[src/rtl/irq_gate_pkg.sv]
package irq_gate_pkg;
  localparam int unsigned ADDR_W = 3;

  typedef enum logic [ADDR_W-1:0] {
    REG_CTRL      = 3'd0,
    REG_CORE_EN   = 3'd1,
    REG_CORE_FLAG = 3'd2,
    REG_PERI_EN   = 3'd3,
    REG_PERI_FLAG = 3'd4
  } reg_sel_e;

  localparam int unsigned CTRL_GLB_BIT = 0;
  localparam int unsigned CTRL_GRP_BIT = 1;
endpackage

[src/rtl/irq_src_bank.sv]
module irq_src_bank #(
  parameter int unsigned N = 4
) (
  input  logic         clk_i,
  input  logic         rst_ni,
  input  logic [N-1:0] evt_i,
  input  logic         flag_we_i,
  input  logic         en_we_i,
  input  logic [N-1:0] wdata_i,
  output logic [N-1:0] flag_o,
  output logic [N-1:0] en_o,
  output logic [N-1:0] pend_o
);
  logic [N-1:0] flag_q;
  logic [N-1:0] en_q;

  for (genvar g = 0; g < N; g++) begin : g_src
    // event OR'd after the write mux: a set beats a same-cycle clear
    always_ff @(posedge clk_i or negedge rst_ni) begin
      if (!rst_ni) flag_q[g] <= 1'b0;
      else         flag_q[g] <= evt_i[g] | (flag_we_i ? wdata_i[g] : flag_q[g]);
    end

    always_ff @(posedge clk_i or negedge rst_ni) begin
      if (!rst_ni)      en_q[g] <= 1'b0;
      else if (en_we_i) en_q[g] <= wdata_i[g];
    end
  end

  assign flag_o = flag_q;
  assign en_o   = en_q;
  assign pend_o = flag_q & en_q;
endmodule

[src/rtl/irq_enable_ctrl.sv]
module irq_enable_ctrl (
  input  logic clk_i,
  input  logic rst_ni,
  input  logic we_i,
  input  logic glb_wdata_i,
  input  logic grp_wdata_i,
  input  logic ack_i,
  input  logic ret_i,
  output logic glb_en_o,
  output logic grp_en_o
);
  logic glb_q, grp_q;

  always_ff @(posedge clk_i or negedge rst_ni) begin
    if (!rst_ni)    glb_q <= 1'b0;
    else if (ack_i) glb_q <= 1'b0;
    else if (ret_i) glb_q <= 1'b1;
    else if (we_i)  glb_q <= glb_wdata_i;
  end

  always_ff @(posedge clk_i or negedge rst_ni) begin
    if (!rst_ni)   grp_q <= 1'b0;
    else if (we_i) grp_q <= grp_wdata_i;
  end

  assign glb_en_o = glb_q;
  assign grp_en_o = grp_q;
endmodule

[src/rtl/irq_req_merge.sv]
module irq_req_merge #(
  parameter int unsigned N_CORE = 2,
  parameter int unsigned N_PERI = 3
) (
  input  logic [N_CORE-1:0] core_pend_i,
  input  logic [N_PERI-1:0] peri_pend_i,
  input  logic              grp_en_i,
  input  logic              glb_en_i,
  output logic              irq_o
);
  logic core_any, peri_any;

  assign core_any = |core_pend_i;
  assign peri_any = grp_en_i & (|peri_pend_i);
  assign irq_o    = glb_en_i & (core_any | peri_any);
endmodule

[src/rtl/irq_gate_ctrl.sv]
module irq_gate_ctrl
  import irq_gate_pkg::*;
#(
  parameter int unsigned N_CORE = 2,
  parameter int unsigned N_PERI = 3,
  parameter int unsigned DW     = 8
) (
  input  logic              clk_i,
  input  logic              rst_ni,
  input  logic [N_CORE-1:0] core_evt_i,
  input  logic [N_PERI-1:0] peri_evt_i,
  input  logic              reg_we_i,
  input  logic [ADDR_W-1:0] reg_addr_i,
  input  logic [DW-1:0]     reg_wdata_i,
  output logic [DW-1:0]     reg_rdata_o,
  input  logic              irq_ack_i,
  input  logic              irq_ret_i,
  output logic              irq_o
);
  reg_sel_e sel;
  logic ctrl_we, core_en_we, core_flag_we, peri_en_we, peri_flag_we;
  logic glb_en, grp_en;
  logic [N_CORE-1:0] core_flag, core_en, core_pend;
  logic [N_PERI-1:0] peri_flag, peri_en, peri_pend;

  assign sel          = reg_sel_e'(reg_addr_i);
  assign ctrl_we      = reg_we_i && (sel == REG_CTRL);
  assign core_en_we   = reg_we_i && (sel == REG_CORE_EN);
  assign core_flag_we = reg_we_i && (sel == REG_CORE_FLAG);
  assign peri_en_we   = reg_we_i && (sel == REG_PERI_EN);
  assign peri_flag_we = reg_we_i && (sel == REG_PERI_FLAG);

  irq_src_bank #(.N(N_CORE)) u_core_bank (
    .clk_i    (clk_i),
    .rst_ni   (rst_ni),
    .evt_i    (core_evt_i),
    .flag_we_i(core_flag_we),
    .en_we_i  (core_en_we),
    .wdata_i  (reg_wdata_i[N_CORE-1:0]),
    .flag_o   (core_flag),
    .en_o     (core_en),
    .pend_o   (core_pend)
  );

  irq_src_bank #(.N(N_PERI)) u_peri_bank (
    .clk_i    (clk_i),
    .rst_ni   (rst_ni),
    .evt_i    (peri_evt_i),
    .flag_we_i(peri_flag_we),
    .en_we_i  (peri_en_we),
    .wdata_i  (reg_wdata_i[N_PERI-1:0]),
    .flag_o   (peri_flag),
    .en_o     (peri_en),
    .pend_o   (peri_pend)
  );

  irq_enable_ctrl u_en_ctrl (
    .clk_i      (clk_i),
    .rst_ni     (rst_ni),
    .we_i       (ctrl_we),
    .glb_wdata_i(reg_wdata_i[CTRL_GLB_BIT]),
    .grp_wdata_i(reg_wdata_i[CTRL_GRP_BIT]),
    .ack_i      (irq_ack_i),
    .ret_i      (irq_ret_i),
    .glb_en_o   (glb_en),
    .grp_en_o   (grp_en)
  );

  irq_req_merge #(.N_CORE(N_CORE), .N_PERI(N_PERI)) u_merge (
    .core_pend_i(core_pend),
    .peri_pend_i(peri_pend),
    .grp_en_i   (grp_en),
    .glb_en_i   (glb_en),
    .irq_o      (irq_o)
  );

  always_comb begin
    reg_rdata_o = '0;
    unique case (sel)
      REG_CTRL: begin
        reg_rdata_o[CTRL_GLB_BIT] = glb_en;
        reg_rdata_o[CTRL_GRP_BIT] = grp_en;
      end
      REG_CORE_EN:   reg_rdata_o[N_CORE-1:0] = core_en;
      REG_CORE_FLAG: reg_rdata_o[N_CORE-1:0] = core_flag;
      REG_PERI_EN:   reg_rdata_o[N_PERI-1:0] = peri_en;
      REG_PERI_FLAG: reg_rdata_o[N_PERI-1:0] = peri_flag;
      default:       reg_rdata_o = '0;
    endcase
  end
endmodule

[config.mk]
export PLATFORM = sky130hd
export DESIGN_NAME = irq_gate_ctrl
export DESIGN_NICKNAME = d
export VERILOG_FILES = /design/src/rtl/irq_gate_pkg.sv /design/src/rtl/irq_src_bank.sv /design/src/rtl/irq_enable_ctrl.sv /design/src/rtl/irq_req_merge.sv /design/src/rtl/irq_gate_ctrl.sv
export SDC_FILE = /design/constraint.sdc
export NUM_CORES = 1
export LEC_CHECK = 0
export BUFFER_PORTS_ARGS = -buffer_cell sky130_fd_sc_hd__buf_2
export CAP_MARGIN = 20
export CORE_UTILIZATION = 45
export DETAILED_ROUTE_END_ITERATION = 8
export HOLD_SLACK_MARGIN = 0.05
export MAX_ROUTING_LAYER = met4
export PLACE_DENSITY = 0.73
export SLEW_MARGIN = 10
export SYNTH_ARGS = -nofsm -noshare
export SYNTH_HDL_FRONTEND = slang
export SYNTH_SLANG_ARGS = --single-unit
[constraint.sdc]
create_clock -name clk_i -period 1.15 [get_ports clk_i]
set_input_delay 0.115 -clock clk_i [delete_from_list [all_inputs] [get_ports clk_i]]
set_output_delay 0.115 -clock clk_i [all_outputs]
set_load 0.1 [all_outputs]
# Word-level counts from Yosys, hierarchy flattened
# Index checks and enable logic that the tools add are counted.
# totals
regBits	12
inputBits	21
output_inout_bits	9
elab_cells	45
# classes
eq_ne	4
n_mux	10
bitwise	10
n_reduce_logical	9
# ops
op	count
$pmux 2 s5	1
$mux 1	8
$eq 3x2->1 const B	2
$or 1x1->1	6
$logic_and 1x1->1	5
$and 3x3->3	1
$eq 3x1->1 const B	1
$eq 3x3->1 const B	1
$logic_not 3->1	1
$reduce_bool 3->1	1
$reduce_or 3->1	1
$and 1x1->1	2
$and 2x2->2	1
$pmux 1 s2	1
$reduce_or 2->1	1

# Depth between registers and ports, before layout
# depth
depth_word	5
ltp_mapped	4
mapped_depth_nobuf	3

# Cells and area by module
# A second synthesis with hierarchy kept.
# hier_totals
hier_cells	68
area_unflattened_um2	716.9
# by_module_without_submodules
mod	instances	cells_each	area_per_inst_um2	seq_area_each_um2
irq_src_bank at u_peri_bank	1	18	247.7	150.1
irq_gate_ctrl	1	30	205.2	0.0
irq_src_bank at u_core_bank	1	12	166.4	100.1
irq_enable_ctrl	1	6	80.1	50.0
irq_req_merge	1	2	17.5	0.0

# Least setup slack after synthesis
# Ideal clock, no wire load.
# synth_timing
path_type	flip-flop to output port
start	register u_en_ctrl.glb_q, in the netlist u_en_ctrl.glb_en_o
end	output port reg_rdata_o[0]
t_arrival_ns	2.071
t_required_ns	1.035
setup_slack_ns	-1.036
path_stages_with_launch	4
path_buffers	0
path_cell_list	dfrtp_1 > nor3b_1 > a21oi_1 > o22ai_1
# synth_via
elab_chain_cells	1
# synth_lines
element	line	text
start: declaration	irq_enable_ctrl.sv:12	logic glb_q, grp_q;
start signal: assignment	irq_enable_ctrl.sv:18	else if (we_i) glb_q <= glb_wdata_i;
$pmux 2 s5	irq_gate_ctrl.sv:79	unique case (sel)
end: declaration	irq_gate_ctrl.sv:15	output logic [DW-1:0] reg_rdata_o,
# Every way passes these cells.

# Final worst setup path
# layout_timing
start	register u_peri_bank.en_q[1], in the netlist u_peri_bank.en_o[1]
end	output port reg_rdata_o[1]
# layout_via
elab_chain_cells	1
# layout_lines
element	line	text
start: declaration	irq_src_bank.sv:15	logic [N-1:0] en_q;
start signal: indexed assignment	irq_src_bank.sv:26	else if (en_we_i) en_q[g] <= wdata_i[g];
$pmux 2 s5	irq_gate_ctrl.sv:79	
# Every way passes these cells.

==> results.txt <==
* Antenna cell count: 0
- Crit path kind: flop to output port
- The first global-routing pass estimated 3.11 mm of wire.
* Cell chosen for the clock root: sky130_fd_sc_hd__clkbuf_4
- Synth Register Bits: 12
* Standard-cell row count: 13
- Placed cells: 112
- Number of DRC violations after detailed routing: 0
- After synthesis, the mean cell area works out to 10.6 um^2.
- Max Cap Viol: 0
- Number of enable flip-flop cells after synthesis: 0
* Die Width: 41.7 um
- The die covers 1740 um^2.
- 1st-pass router iterations: 4
* Initial core utilization: 51.4%
- The clock network is responsible for 17.7% of the overall power.
* Highest-delay cell along the critical path: sky130_fd_sc_hd__mux4_2
* Die Ht: 41.7 um
- Number of sinks driven by the clock tree: 12
- Clock latency of the later-clocked register in the worst-skew pair: 0.27 ns
* Period utilisation layout: 140%
- Net switching is 39.0% of the power.
- The worst hold path passes through 2 cells.
* Shortest period the worst path allows: 1.61 ns
- Slack of the critical path: -0.461 ns
- After detailed routing, the total wire length is 1.83 mm.
- Total Nets Final: 127
* Worst hold slack across all endpoints: 0.0746 ns
* Sequential group share of total power: 35.7%
- IR analysis of the VDD net gives a maximum drop of 0.00114 V.
- For the worst flop-to-flop path, the logic depth is 3.
* Pint: 0.000883 W
- Per report_power, the combinational group accounts for 46.6% of the total.
- Excluding fillers, the count of instances in the completed layout stands at 119.
- During I/O placement, the number of pins put on the boundary was 30.
- Placed wire-length estimate after detailed placement: 1.36 mm
- The analysis attributes to net switching a power of 0.000565 W.
- 1st-iter DRT viols: 48
* WL/cell: 15.4 um
- Netlist Area Pre-Place: 711 um^2
- Core area: 1380 um^2
- In the synthesized netlist, the number of instances is 67.
- Antenna violations before repair: 0
- Share of async-settable or async-resettable flops after synthesis: 100%
* Post-DP Area: 966 um^2
- The longest clock path from root to sink contains 2 buffers.
- Endpoint arrival time on the critical path: 1.50 ns
- Clock skew: 0 ns
- The via count of the first global-routing pass was 660.
* Power per standard cell area: 1300 nW/um^2
- In this design, the stage delay of the slowest critical-path cell is 0.51 ns.
- CTS built an H-tree with a depth of 1.
- Of the cells placed in the final design, the portion with a size suffix greater than 1 is 48.1%.
- In this run, CTS created clock tree buffers numbering 3.
* Count of antenna-violating nets left after detailed routing: 0
- The design draws 0.00145 W.
* Number of buffer cells added on primary ports: 19
- Fill cell instance count of the final layout: 91
- CTS tree: done
* Maximum number of pins on one net before global-route repair: 13
* Final Wtd Congestion: 0.839
- Status: finished with violations
- During synthesis, Yosys emitted a total of 0 warnings.
- Critical-path maximum fanout: 3
* Max Clk Rate: 621 MHz
* Global route overflow: 0
- Final max-slew violation count: 0
- Vias post-DR: 670
* RSZ-0062 raised after global routing: yes
* Synth-to-Final Area Change: 56.5%
- Leakage power summed over all cells: 0.491 nW
- Setup violations remaining at the end of the flow were counted as 4.
* Violated checks: setup timing
- Clock transition at path regs: 0.07 ns
- Cell chain of the critical path: mux4_2 -> nand2_4 -> nand2_8 -> buf_12
- Global routing used 24.3% of the available tracks.
* Final instance area: 1110 um^2
- STA classifies the critical path startpoint as a flop.
* Post-detailed-route via-to-cell ratio: 5.63
- For the worst setup path, the data required time is 1.03 ns.
- Worst hold path type: primary input to flop
* Number of distinct standard cells referenced by the synthesized netlist: 26
- The hold violation total from the final report is 0.
* Kind of end point of the critical path: output port
- The most used flip-flop cell after synthesis is sky130_fd_sc_hd__dfrtp_1.
- OpenSTA, run right after detailed placement, puts the worst setup slack at -0.276 ns.
- After synthesis, flip-flops and latches occupy 42.3% of the total area.
[Yosys cell counts (2+ instances only)]
| master | n | share of area [%] |
|---|---|---|
| sky130_fd_sc_hd__a211o_1 | 2 | 2.5 |
| sky130_fd_sc_hd__mux2_1 | 7 | 11 |
| sky130_fd_sc_hd__nand4_1 | 2 | 1.8 |
| sky130_fd_sc_hd__nand2_1 | 5 | 2.6 |
| sky130_fd_sc_hd__buf_4 | 6 | 6.3 |
| sky130_fd_sc_hd__a21oi_1 | 4 | 2.8 |
| sky130_fd_sc_hd__dfrtp_1 | 12 | 42 |
| sky130_fd_sc_hd__nor3_1 | 4 | 2.8 |
| sky130_fd_sc_hd__nor2b_1 | 2 | 1.8 |
| sky130_fd_sc_hd__and4bb_1 | 2 | 3.5 |
| sky130_fd_sc_hd__nand3_1 | 2 | 1.4 |
| sky130_fd_sc_hd__nor2_1 | 5 | 2.6 |
[area by class of cell]
class | count | area [um^2] | share of cell area [%]
inverter | 1 | 3.75 | 0.337
multi-input combinational | 51 | 463 | 41.6
timing repair buffer | 37 | 304 | 27.3
sequential | 12 | 300 | 27.0
clock buffer | 3 | 22.5 | 2.02
tap | 15 | 18.8 | 1.69
[worst max-delay path: cells and delay by family, from the launching register on]
| family | cells | cell delay, ns |
|---|---|---|
| buffers and inverters | 1 | 0.16 |
| DFF | 1 | 0.40 |
| muxes | 1 | 0.51 |
| and+or+nand+nor | 2 | 0.15 |
[metal layers]
metal | global-route usage (%) | up-vias | wire length, um
li1 | - | 317 | -
met1 | 30.7 | 317 | 820
met2 | 38.8 | 34 | 895
met3 | 3.91 | 2 | 100
met4 | 9.68 | 0 | 12
met5 | - | - | 0
[per-stage QoR]
step,util [%],TNS [ns]
after floorplan,-,-0.205
after global placement,69.9,-0.941
after detailed placement,69.9,-1.21
after CTS,79.8,-1.24
after global routing,80.5,-1.37
final,80.5,-1.24
[final timing paths]
| path | startpoint | end | slack, ns |
|---|---|---|---|
| max reg2reg | u_en_ctrl.glb_en_o | u_en_ctrl.glb_en_o | 0.19 |
| min reg2reg | u_peri_bank.en_o[1] | u_peri_bank.en_o[1] | 0.54 |
| min in group asynchronous | rst_ni | u_peri_bank.en_o[1] | 0.24 |
| max | u_peri_bank.en_o[1] | reg_rdata_o[1] | -0.46 |
| min | reg_wdata_i[2] | u_peri_bank.en_o[2] | 0.07 |
| max in group asynchronous | rst_ni | u_en_ctrl.grp_en_o | 0.69 |
[cells in the final DEF, fill, tap and decap left out, types with 4 or more instances in the layout]
cell type	Yosys	routed
sky130_fd_sc_hd__dfrtp_1	12	12
sky130_fd_sc_hd__buf_2	1	15
sky130_fd_sc_hd__buf_12	0	4
sky130_fd_sc_hd__nor3_1	4	4
sky130_fd_sc_hd__nor2_1	5	5
sky130_fd_sc_hd__mux2_1	7	6
sky130_fd_sc_hd__conb_1	1	5
sky130_fd_sc_hd__buf_4	6	13
sky130_fd_sc_hd__dlygate4sd3_1	0	4
[state kept, by name, indices dropped and copies added (netlist names)]
register	count
u_en_ctrl.grp_en_o	1
u_core_bank.flag_o	2
u_core_bank.en_o	2
u_peri_bank.flag_o	3
u_peri_bank.en_o	3
u_en_ctrl.glb_en_o	1
[cell families (layout without fill, tap and decap cells)]
group | count (synthesis) | count (layout) | synth area share [%]
AOI/OAI and AO/OA | 12 | 12 | 11.4
buffers and inverters | 8 | 41 | 7.57
DFF | 12 | 12 | 42.3
muxes | 8 | 8 | 14.3
other | 1 | 5 | 0.528
and+or+nand+nor | 26 | 26 | 23.9
[power by group through the flow]
stage	combinational [W]	clock [W]	sequential, W
after floorplan	0.000414	0	0.000511
after global placement	0.000560	0	0.000519
after detailed placement	0.000569	0	0.000520
after CTS	0.000671	0.000257	0.000515
after global routing	0.000708	0.000273	0.000521
final	0.000675	0.000257	0.000517
[timing repair]
action | 4_1_cts | 5_1_grt
setup buffers | 0 | 0
resized for setup | 18 | 1
endpoints found under the setup margin | 4 | 4
pin swaps | 3 | 0
hold buffers | 4 | 0
endpoints found under the hold margin | 15 | 0
Power figures use the tool's default switching activity.
